### src/rtl/tap_pkg.sv
package tap_pkg;
  localparam int unsigned NUM_AXES = 3;
  typedef enum logic [1:0] {ST_IDLE, ST_LAT, ST_WIN} seq_state_e;
endpackage

### src/rtl/tap_axis_qual.sv
module tap_axis_qual #(
  parameter int unsigned DATA_W = 8,
  parameter int unsigned CNT_W  = 8
) (
  input  logic              clk_i,
  input  logic              rst_ni,
  input  logic              valid_i,
  input  logic [DATA_W-1:0] sample_i,
  input  logic [DATA_W-2:0] thr_i,
  input  logic [CNT_W-1:0]  tmlt_i,
  output logic              pulse_o
);
  localparam logic [CNT_W-1:0] CNT_MAX = '1;
  localparam logic [CNT_W-1:0] CNT_ONE = {{(CNT_W-1){1'b0}}, 1'b1};

  logic [DATA_W-1:0] mag;
  logic              above;
  logic              above_q, pulse_q;
  logic [CNT_W-1:0]  cnt_q;

  always_comb mag = sample_i[DATA_W-1] ? (~sample_i + 1'b1) : sample_i;
  assign above = mag > {1'b0, thr_i};

  always_ff @(posedge clk_i or negedge rst_ni) begin
    if (!rst_ni) begin
      above_q <= 1'b0;
      cnt_q   <= '0;
      pulse_q <= 1'b0;
    end else begin
      pulse_q <= 1'b0;
      if (valid_i) begin
        if (above) begin
          above_q <= 1'b1;
          if (!above_q)             cnt_q <= CNT_ONE;
          else if (cnt_q != CNT_MAX) cnt_q <= cnt_q + 1'b1;
        end else begin
          above_q <= 1'b0;
          cnt_q   <= '0;
          pulse_q <= above_q && (cnt_q <= tmlt_i);
        end
      end
    end
  end

  assign pulse_o = pulse_q;

  AST_PULSE_ON_STROBE: assert property (@(posedge clk_i) disable iff (!rst_ni)
    pulse_o |-> $past(valid_i));
  AST_ZERO_LIMIT_SILENT: assert property (@(posedge clk_i) disable iff (!rst_ni)
    (tmlt_i == '0 && $stable(tmlt_i)) |-> !pulse_o);
endmodule

### src/rtl/tap_sequencer.sv
module tap_sequencer
  import tap_pkg::*;
#(
  parameter int unsigned NA    = NUM_AXES,
  parameter int unsigned CNT_W = 8
) (
  input  logic             clk_i,
  input  logic             rst_ni,
  input  logic             valid_i,
  input  logic [NA-1:0]    pulse_i,
  input  logic [CNT_W-1:0] lat_i,
  input  logic [CNT_W-1:0] win_i,
  input  logic [NA-1:0]    sgl_en_i,
  input  logic [NA-1:0]    dbl_en_i,
  output logic             rep_o,
  output logic [NA-1:0]    rep_axes_o,
  output logic             rep_dbl_o
);
  seq_state_e       state_q, state_d;
  logic [CNT_W-1:0] tmr_q, tmr_d;
  logic [NA-1:0]    pend_q, pend_d;
  logic             rep_q, rep_d, rep_dbl_q, rep_dbl_d;
  logic [NA-1:0]    rep_axes_q, rep_axes_d;
  logic [NA-1:0]    sgl_hit, dbl_hit;

  assign sgl_hit = pulse_i & sgl_en_i;
  assign dbl_hit = pulse_i & dbl_en_i;

  always_comb begin
    state_d    = state_q;
    tmr_d      = tmr_q;
    pend_d     = pend_q;
    rep_d      = 1'b0;
    rep_axes_d = '0;
    rep_dbl_d  = 1'b0;
    case (state_q)
      ST_IDLE: begin
        if (|dbl_hit && win_i != '0) begin
          state_d = ST_LAT;
          tmr_d   = '0;
          pend_d  = sgl_hit;
        end else if (|sgl_hit) begin
          rep_d      = 1'b1;
          rep_axes_d = sgl_hit;
        end
      end
      ST_LAT: begin
        // pulses are blanked here
        if (tmr_q >= lat_i) begin
          state_d = ST_WIN;
          tmr_d   = '0;
        end else if (valid_i) begin
          tmr_d = tmr_q + 1'b1;
        end
      end
      ST_WIN: begin
        // a second tap beats window closure in the same cycle
        if (|dbl_hit) begin
          rep_d      = 1'b1;
          rep_axes_d = dbl_hit;
          rep_dbl_d  = 1'b1;
          state_d    = ST_IDLE;
          pend_d     = '0;
        end else if (tmr_q >= win_i) begin
          rep_d      = |pend_q;
          rep_axes_d = pend_q;
          state_d    = ST_IDLE;
          pend_d     = '0;
        end else if (valid_i) begin
          tmr_d = tmr_q + 1'b1;
        end
      end
      default: state_d = ST_IDLE;
    endcase
  end

  always_ff @(posedge clk_i or negedge rst_ni) begin
    if (!rst_ni) begin
      state_q    <= ST_IDLE;
      tmr_q      <= '0;
      pend_q     <= '0;
      rep_q      <= 1'b0;
      rep_axes_q <= '0;
      rep_dbl_q  <= 1'b0;
    end else begin
      state_q    <= state_d;
      tmr_q      <= tmr_d;
      pend_q     <= pend_d;
      rep_q      <= rep_d;
      rep_axes_q <= rep_axes_d;
      rep_dbl_q  <= rep_dbl_d;
    end
  end

  assign rep_o      = rep_q;
  assign rep_axes_o = rep_axes_q;
  assign rep_dbl_o  = rep_dbl_q;

  AST_LAT_SILENT: assert property (@(posedge clk_i) disable iff (!rst_ni)
    (state_q == ST_LAT) |=> !rep_q);
  AST_DBL_FROM_WIN: assert property (@(posedge clk_i) disable iff (!rst_ni)
    (rep_q && rep_dbl_q) |-> ($past(state_q) == ST_WIN));
  AST_ZERO_WIN_NO_LAT: assert property (@(posedge clk_i) disable iff (!rst_ni)
    (state_q == ST_IDLE && win_i == '0) |=> state_q != ST_LAT);
endmodule

### src/rtl/tap_status.sv
module tap_status
  import tap_pkg::*;
#(
  parameter int unsigned NA = NUM_AXES
) (
  input  logic          clk_i,
  input  logic          rst_ni,
  input  logic          rep_i,
  input  logic [NA-1:0] rep_axes_i,
  input  logic          rep_dbl_i,
  input  logic          clr_i,
  output logic          ea_o,
  output logic [NA-1:0] axes_o,
  output logic          dbl_o
);
  logic          ea_q, dbl_q, base_ea, base_dbl;
  logic [NA-1:0] axes_q, base_axes;

  assign base_ea   = clr_i ? 1'b0 : ea_q;
  assign base_dbl  = clr_i ? 1'b0 : dbl_q;
  assign base_axes = clr_i ? '0 : axes_q;

  always_ff @(posedge clk_i or negedge rst_ni) begin
    if (!rst_ni) begin
      ea_q   <= 1'b0;
      axes_q <= '0;
      dbl_q  <= 1'b0;
    end else begin
      ea_q   <= base_ea | rep_i;
      axes_q <= base_axes | (rep_i ? rep_axes_i : '0);
      dbl_q  <= base_ea ? base_dbl : (rep_i & rep_dbl_i);
    end
  end

  assign ea_o   = ea_q;
  assign axes_o = axes_q;
  assign dbl_o  = dbl_q;

  AST_EA_STICKY: assert property (@(posedge clk_i) disable iff (!rst_ni)
    (ea_q && !clr_i) |=> ea_q);
  AST_CLEAR_ONLY: assert property (@(posedge clk_i) disable iff (!rst_ni)
    (clr_i && !rep_i) |=> (!ea_q && axes_q == '0 && !dbl_q));
  AST_REPORT_OVER_CLEAR: assert property (@(posedge clk_i) disable iff (!rst_ni)
    (clr_i && rep_i) |=> (ea_q && axes_q == $past(rep_axes_i)));
endmodule

### src/rtl/tap_detector.sv
module tap_detector
  import tap_pkg::*;
#(
  parameter int unsigned DATA_W = 8,
  parameter int unsigned CNT_W  = 8
) (
  input  logic                clk_i,
  input  logic                rst_ni,
  input  logic                smp_valid_i,
  input  logic [DATA_W-1:0]   acc_x_i,
  input  logic [DATA_W-1:0]   acc_y_i,
  input  logic [DATA_W-1:0]   acc_z_i,
  input  logic [DATA_W-2:0]   thr_x_i,
  input  logic [DATA_W-2:0]   thr_y_i,
  input  logic [DATA_W-2:0]   thr_z_i,
  input  logic [CNT_W-1:0]    tmlt_i,
  input  logic [CNT_W-1:0]    lat_i,
  input  logic [CNT_W-1:0]    win_i,
  input  logic [NUM_AXES-1:0] sgl_en_i,
  input  logic [NUM_AXES-1:0] dbl_en_i,
  input  logic                irq_en_i,
  input  logic                clr_i,
  output logic                ea_o,
  output logic [NUM_AXES-1:0] axes_o,
  output logic                dbl_o,
  output logic                irq_o
);
  localparam int unsigned NA    = NUM_AXES;
  localparam int unsigned THR_W = DATA_W - 1;

  logic [DATA_W-1:0] smp [NA];
  logic [THR_W-1:0]  thr [NA];
  logic [NA-1:0]     pulse;
  logic              rep, rep_dbl;
  logic [NA-1:0]     rep_axes;

  assign smp[0] = acc_x_i;
  assign smp[1] = acc_y_i;
  assign smp[2] = acc_z_i;
  assign thr[0] = thr_x_i;
  assign thr[1] = thr_y_i;
  assign thr[2] = thr_z_i;

  for (genvar a = 0; a < NA; a++) begin : g_axis
    tap_axis_qual #(.DATA_W(DATA_W), .CNT_W(CNT_W)) u_qual (
      .clk_i   (clk_i),
      .rst_ni  (rst_ni),
      .valid_i (smp_valid_i),
      .sample_i(smp[a]),
      .thr_i   (thr[a]),
      .tmlt_i  (tmlt_i),
      .pulse_o (pulse[a])
    );
  end

  tap_sequencer #(.NA(NA), .CNT_W(CNT_W)) u_seq (
    .clk_i     (clk_i),
    .rst_ni    (rst_ni),
    .valid_i   (smp_valid_i),
    .pulse_i   (pulse),
    .lat_i     (lat_i),
    .win_i     (win_i),
    .sgl_en_i  (sgl_en_i),
    .dbl_en_i  (dbl_en_i),
    .rep_o     (rep),
    .rep_axes_o(rep_axes),
    .rep_dbl_o (rep_dbl)
  );

  tap_status #(.NA(NA)) u_stat (
    .clk_i     (clk_i),
    .rst_ni    (rst_ni),
    .rep_i     (rep),
    .rep_axes_i(rep_axes),
    .rep_dbl_i (rep_dbl),
    .clr_i     (clr_i),
    .ea_o      (ea_o),
    .axes_o    (axes_o),
    .dbl_o     (dbl_o)
  );

  assign irq_o = ea_o & irq_en_i;

  AST_AXES_NEED_EA: assert property (@(posedge clk_i) disable iff (!rst_ni)
    (|axes_o) |-> ea_o);
  AST_UNUSED_AXIS: assert property (@(posedge clk_i) disable iff (!rst_ni)
    (rep && !$past(clr_i, 1)) |-> ((rep_axes & ~(sgl_en_i | dbl_en_i)) == '0 || $changed(sgl_en_i) || $changed(dbl_en_i)));
endmodule

### config.mk
export PLATFORM = sky130hd
export DESIGN_NAME = tap_detector
export DESIGN_NICKNAME = d
export VERILOG_FILES = /design/src/rtl/tap_pkg.sv /design/src/rtl/tap_axis_qual.sv /design/src/rtl/tap_sequencer.sv /design/src/rtl/tap_status.sv /design/src/rtl/tap_detector.sv
export SDC_FILE = /design/constraint.sdc
export NUM_CORES = 1
export LEC_CHECK = 0
export CAP_MARGIN = 20
export CORE_ASPECT_RATIO = 0.5
export CORE_UTILIZATION = 45
export CTS_CLUSTER_DIAMETER = 60
export DETAILED_ROUTE_END_ITERATION = 8
export GPL_TIMING_DRIVEN = 0
export PLACE_DENSITY = 0.73
export SLEW_MARGIN = 20
export SYNTH_ARGS = -nofsm -noshare
export SYNTH_HDL_FRONTEND = slang
export SYNTH_HIERARCHICAL = 1
export SYNTH_SLANG_ARGS = --single-unit
### constraint.sdc
create_clock -name clk_i -period 2.9 [get_ports clk_i]
set_input_delay 0.29 -clock clk_i [delete_from_list [all_inputs] [get_ports clk_i]]
set_output_delay 0.29 -clock clk_i [all_outputs]
set_load 0.01 [all_outputs]
==> impl_metrics.toml <==
[synth]
ys_types = 54
synth-compound-area-share = 0.242
yosys_warnings = 6
avgSynthCellArea_sq_um = 8.45
seq_area_frac_synth = 0.270
synth-seq-cells = 53
synth_edf_count = 0
synth-simple-area-share = 0.181
synth_ff_type = "dfrtp_1"
synthXorXnorAreaFrac = 0.0268
synthesis.area_sq_mm = 0.00491
synth_top_family_by_area = "compound AO/OA/AOI/OAI gates"
async_flop_share = 1.00
syn_nets = 733
syn_inst = 581
synthMuxAreaShare = 0.0168
synthAdderAreaFrac = 0.183

[power]
leakagePower_nw = 2.81
power.density_mw_per_mm2 = 430
ir_worst_vdd_mv = 0.309

[sta]
worstMarginPinSlew_ns = 0.681
post-route-min-period_ns = 2.63
final-hold-violation-count = 0
max_slew_margin = 0.546
setup_viol = 0
fmax_mhz = 381
skew_ns = 0.00421
rsz0062_at_grt = "false"
finalMaxSlewViolations = 0
setup_tns_ns = 0
period_share = 0.906

[cells_and_area]
nNetsFinal = 825
n_antenna_cell = 0
area_delta_synth_final_pct = 23.9
fin_cells = 814
drive_above_1_share = 0.0460

[setup_path]
ff2ff_setup_slack_ns = 0.27
cp-end-kind = "flop"
path_class = "reg2reg"
cp_max_fo = 8
arrival_ns = 2.86
cpMaxStageDelayCell = "a2111oi_4"
crit_required_ns = 3.13
cpPeakStageDelay_ns = 0.58
crit_top_cell = "a2111oi_4"
critPathLaunchType = "flop"
path_cells = "inv_1, ha_1, nand2b_4, a2111oi_4, o31ai_2, a2111oi_4, o211a_4, a32o_1"

[route]
wl_per_cell_um = 13.5
firstDrtPassIters = 5
drc = 0
drt-total-wl_um = 11000
drtIter0Drc = 231
postRouteAntennaNets = 0
avgViaCountPerCell = 5.47
num_vias = 4449

[grt]
grt_pass1_vias = 4101
grt.total_usage = 0.197
antenna_found_initial = 0
overflow = 0
grt_pass1_wl_um = 18000
grt_max_degree = 54

[clock_tree]
clock_latency_ns = 0.30
root_buffer = "clkbuf_16"
h-tree-depth = 2
cts_buffer_depth = 2
cts.sinks = 53
cts.clk_slew.worst_paths_ns = 0.07
cts_setup_buffers = 0
cts.repair.resized = 0
cts_tree = "built"
hold_buffers = 0
cts_inserted_buffers = 5

[place]
dp_hpwl_um = 8710
io_buffers = 85
place_congestion = 0.869
dp_cells = 806

[die]
die_h_um = 75.9
dieArea_sq_mm = 0.0114
initial_core_util = 0.472
chipWidth_um = 150
design.core.area_sq_mm = 0.0104
rows = 26
io-pin-count = 86

[run_status]
status = "complete, no violations"

[min_path]
min_path_type = "in2async"

[job]
drv_cap = 0
[cells in the final DEF (no fill, tap or decap), types with 15 or more instances in the layout]
cell type	Yosys	layout
ha_1	72	72
xnor2_1	15	15
a21oi_1	44	44
o21ai_0	37	37
nand4_1	15	15
nand2_1	33	33
clkdlybuf4s50_1	0	84
nor2b_1	17	17
inv_1	96	96
dfrtp_1	53	53
nand3_1	25	25
nor2_1	28	28
[power breakdown]
part	internal [mW]	switching, mW
logic	0.505	0.576
clock network	0.322	0.289
registers	0.821	0.104
total	1.65	0.970
[cell families after synthesis]
group	after synthesis
multiplexers	8
AND/OR/NAND/NOR	167
buffers and inverters	104
XOR/XNOR	15
flip-flops	53
adder cells (fa/ha/maj)	72
AO/OA/AOI/OAI	162
[final timing paths]
path	end	start	cells after the start
max in group asynchronous	u_seq/tmr_q[6]	rst_ni	1
max reg2reg	u_seq/tmr_q[1]	u_seq/tmr_q[0]	8
min reg2reg	u_stat/axes_o[2]	u_seq/rep_axes_o[2]	1
min in group clk_i	u_stat/axes_o[2]	u_seq/rep_axes_o[2]	1
min	g_axis[2].u_qual/cnt_q[7]	rst_ni	1
max	u_seq/tmr_q[1]	u_seq/tmr_q[0]	8
[synth_stat cells, types with 2 or more instances]
library cell | instances | share of area
mux2i_1 | 6 | 0.012
xnor2_1 | 15 | 0.027
and3_1 | 8 | 0.010
mux2_2 | 2 | 0.0046
or3_1 | 3 | 0.0038
o211ai_1 | 4 | 0.0061
inv_1 | 96 | 0.073
a211oi_1 | 3 | 0.0046
a221oi_2 | 3 | 0.0092
o21ai_0 | 37 | 0.038
nor3_1 | 6 | 0.0061
a222oi_1 | 2 | 0.0041
nor2b_1 | 17 | 0.022
a2111oi_4 | 2 | 0.011
a22o_1 | 14 | 0.025
ha_1 | 72 | 0.18
o41ai_4 | 3 | 0.017
a31oi_1 | 5 | 0.0064
or3_4 | 3 | 0.0069
clkbuf_1 | 8 | 0.0061
o32ai_2 | 2 | 0.0066
nand3_1 | 25 | 0.025
o31ai_1 | 4 | 0.0061
nor3b_1 | 2 | 0.0031
o22ai_1 | 14 | 0.018
and2_1 | 4 | 0.0051
o2bb2ai_1 | 3 | 0.0054
o21ai_1 | 2 | 0.0020
nor2_1 | 28 | 0.021
nand2b_1 | 12 | 0.015
dfrtp_1 | 53 | 0.27
o21ai_2 | 2 | 0.0036
nand2_1 | 33 | 0.025
a21oi_1 | 44 | 0.045
and4_1 | 3 | 0.0054
a41oi_1 | 3 | 0.0054
o21a_1 | 3 | 0.0046
nand4_1 | 15 | 0.019
nor4_1 | 4 | 0.0051
o2111a_1 | 2 | 0.0046
[critical path, delay by kind of cell, from the launching register on]
family,cells,cell delay (ns)
adders and majority gates,1,0.28
buffers and inverters,1,0.10
AOI/OAI and AO/OA,5,1.63
and+or+nand+nor,1,0.15
DFF,1,0.41
[state kept, by name, summed over array words and instances (netlist names)]
name / count
u_seq/rep_o: 1
u_seq/pend_q: 3
u_stat/ea_o: 1
u_seq/tmr_q: 8
u_seq/state_q: 2
u_stat/axes_o: 3
u_stat/dbl_o: 1
g_axis.u_qual/cnt_q: 24
u_seq/rep_axes_o: 3
g_axis.u_qual/pulse_o: 3
g_axis.u_qual/above_q: 3
u_seq/rep_dbl_o: 1
[final cells by class]
class | count | area [sq um]
Buffer | 8 | 30.0
Clock buffer | 5 | 125
Clock inverter | 3 | 22.5
Fill cell | 943 | 4320
Inverter | 96 | 360
Multi-Input combinational cell | 424 | 3200
Sequential cell | 53 | 1330
Tap cell | 140 | 175
Timing Repair Buffer | 85 | 848
[per-stage QoR]
stage	hold slack (ns)	setup slack (ns)	util	total power, mW	instance area [sq um]
after floorplan	-0.00559	0.578	-	1.65	4910
final	0.0247	0.273	0.585	2.62	6090
after detailed placement	0.379	-0.191	0.570	2.01	5930
after global placement	0.445	-0.169	0.570	1.98	5940
after CTS	0.0564	0.122	0.584	2.63	6080
after global routing	0.0798	0.118	0.585	2.79	6090
[layer usage]
metal  share of wire  vias to the layer above  track usage
li1                -                     2279            -
met1            0.48                     2049        0.260
met2            0.46                      108        0.340
met3           0.050                       13       0.0341
met4           0.010                        0       0.0516
met5               0                        -            0
Note: power is estimated with default switching activity, not from simulation.
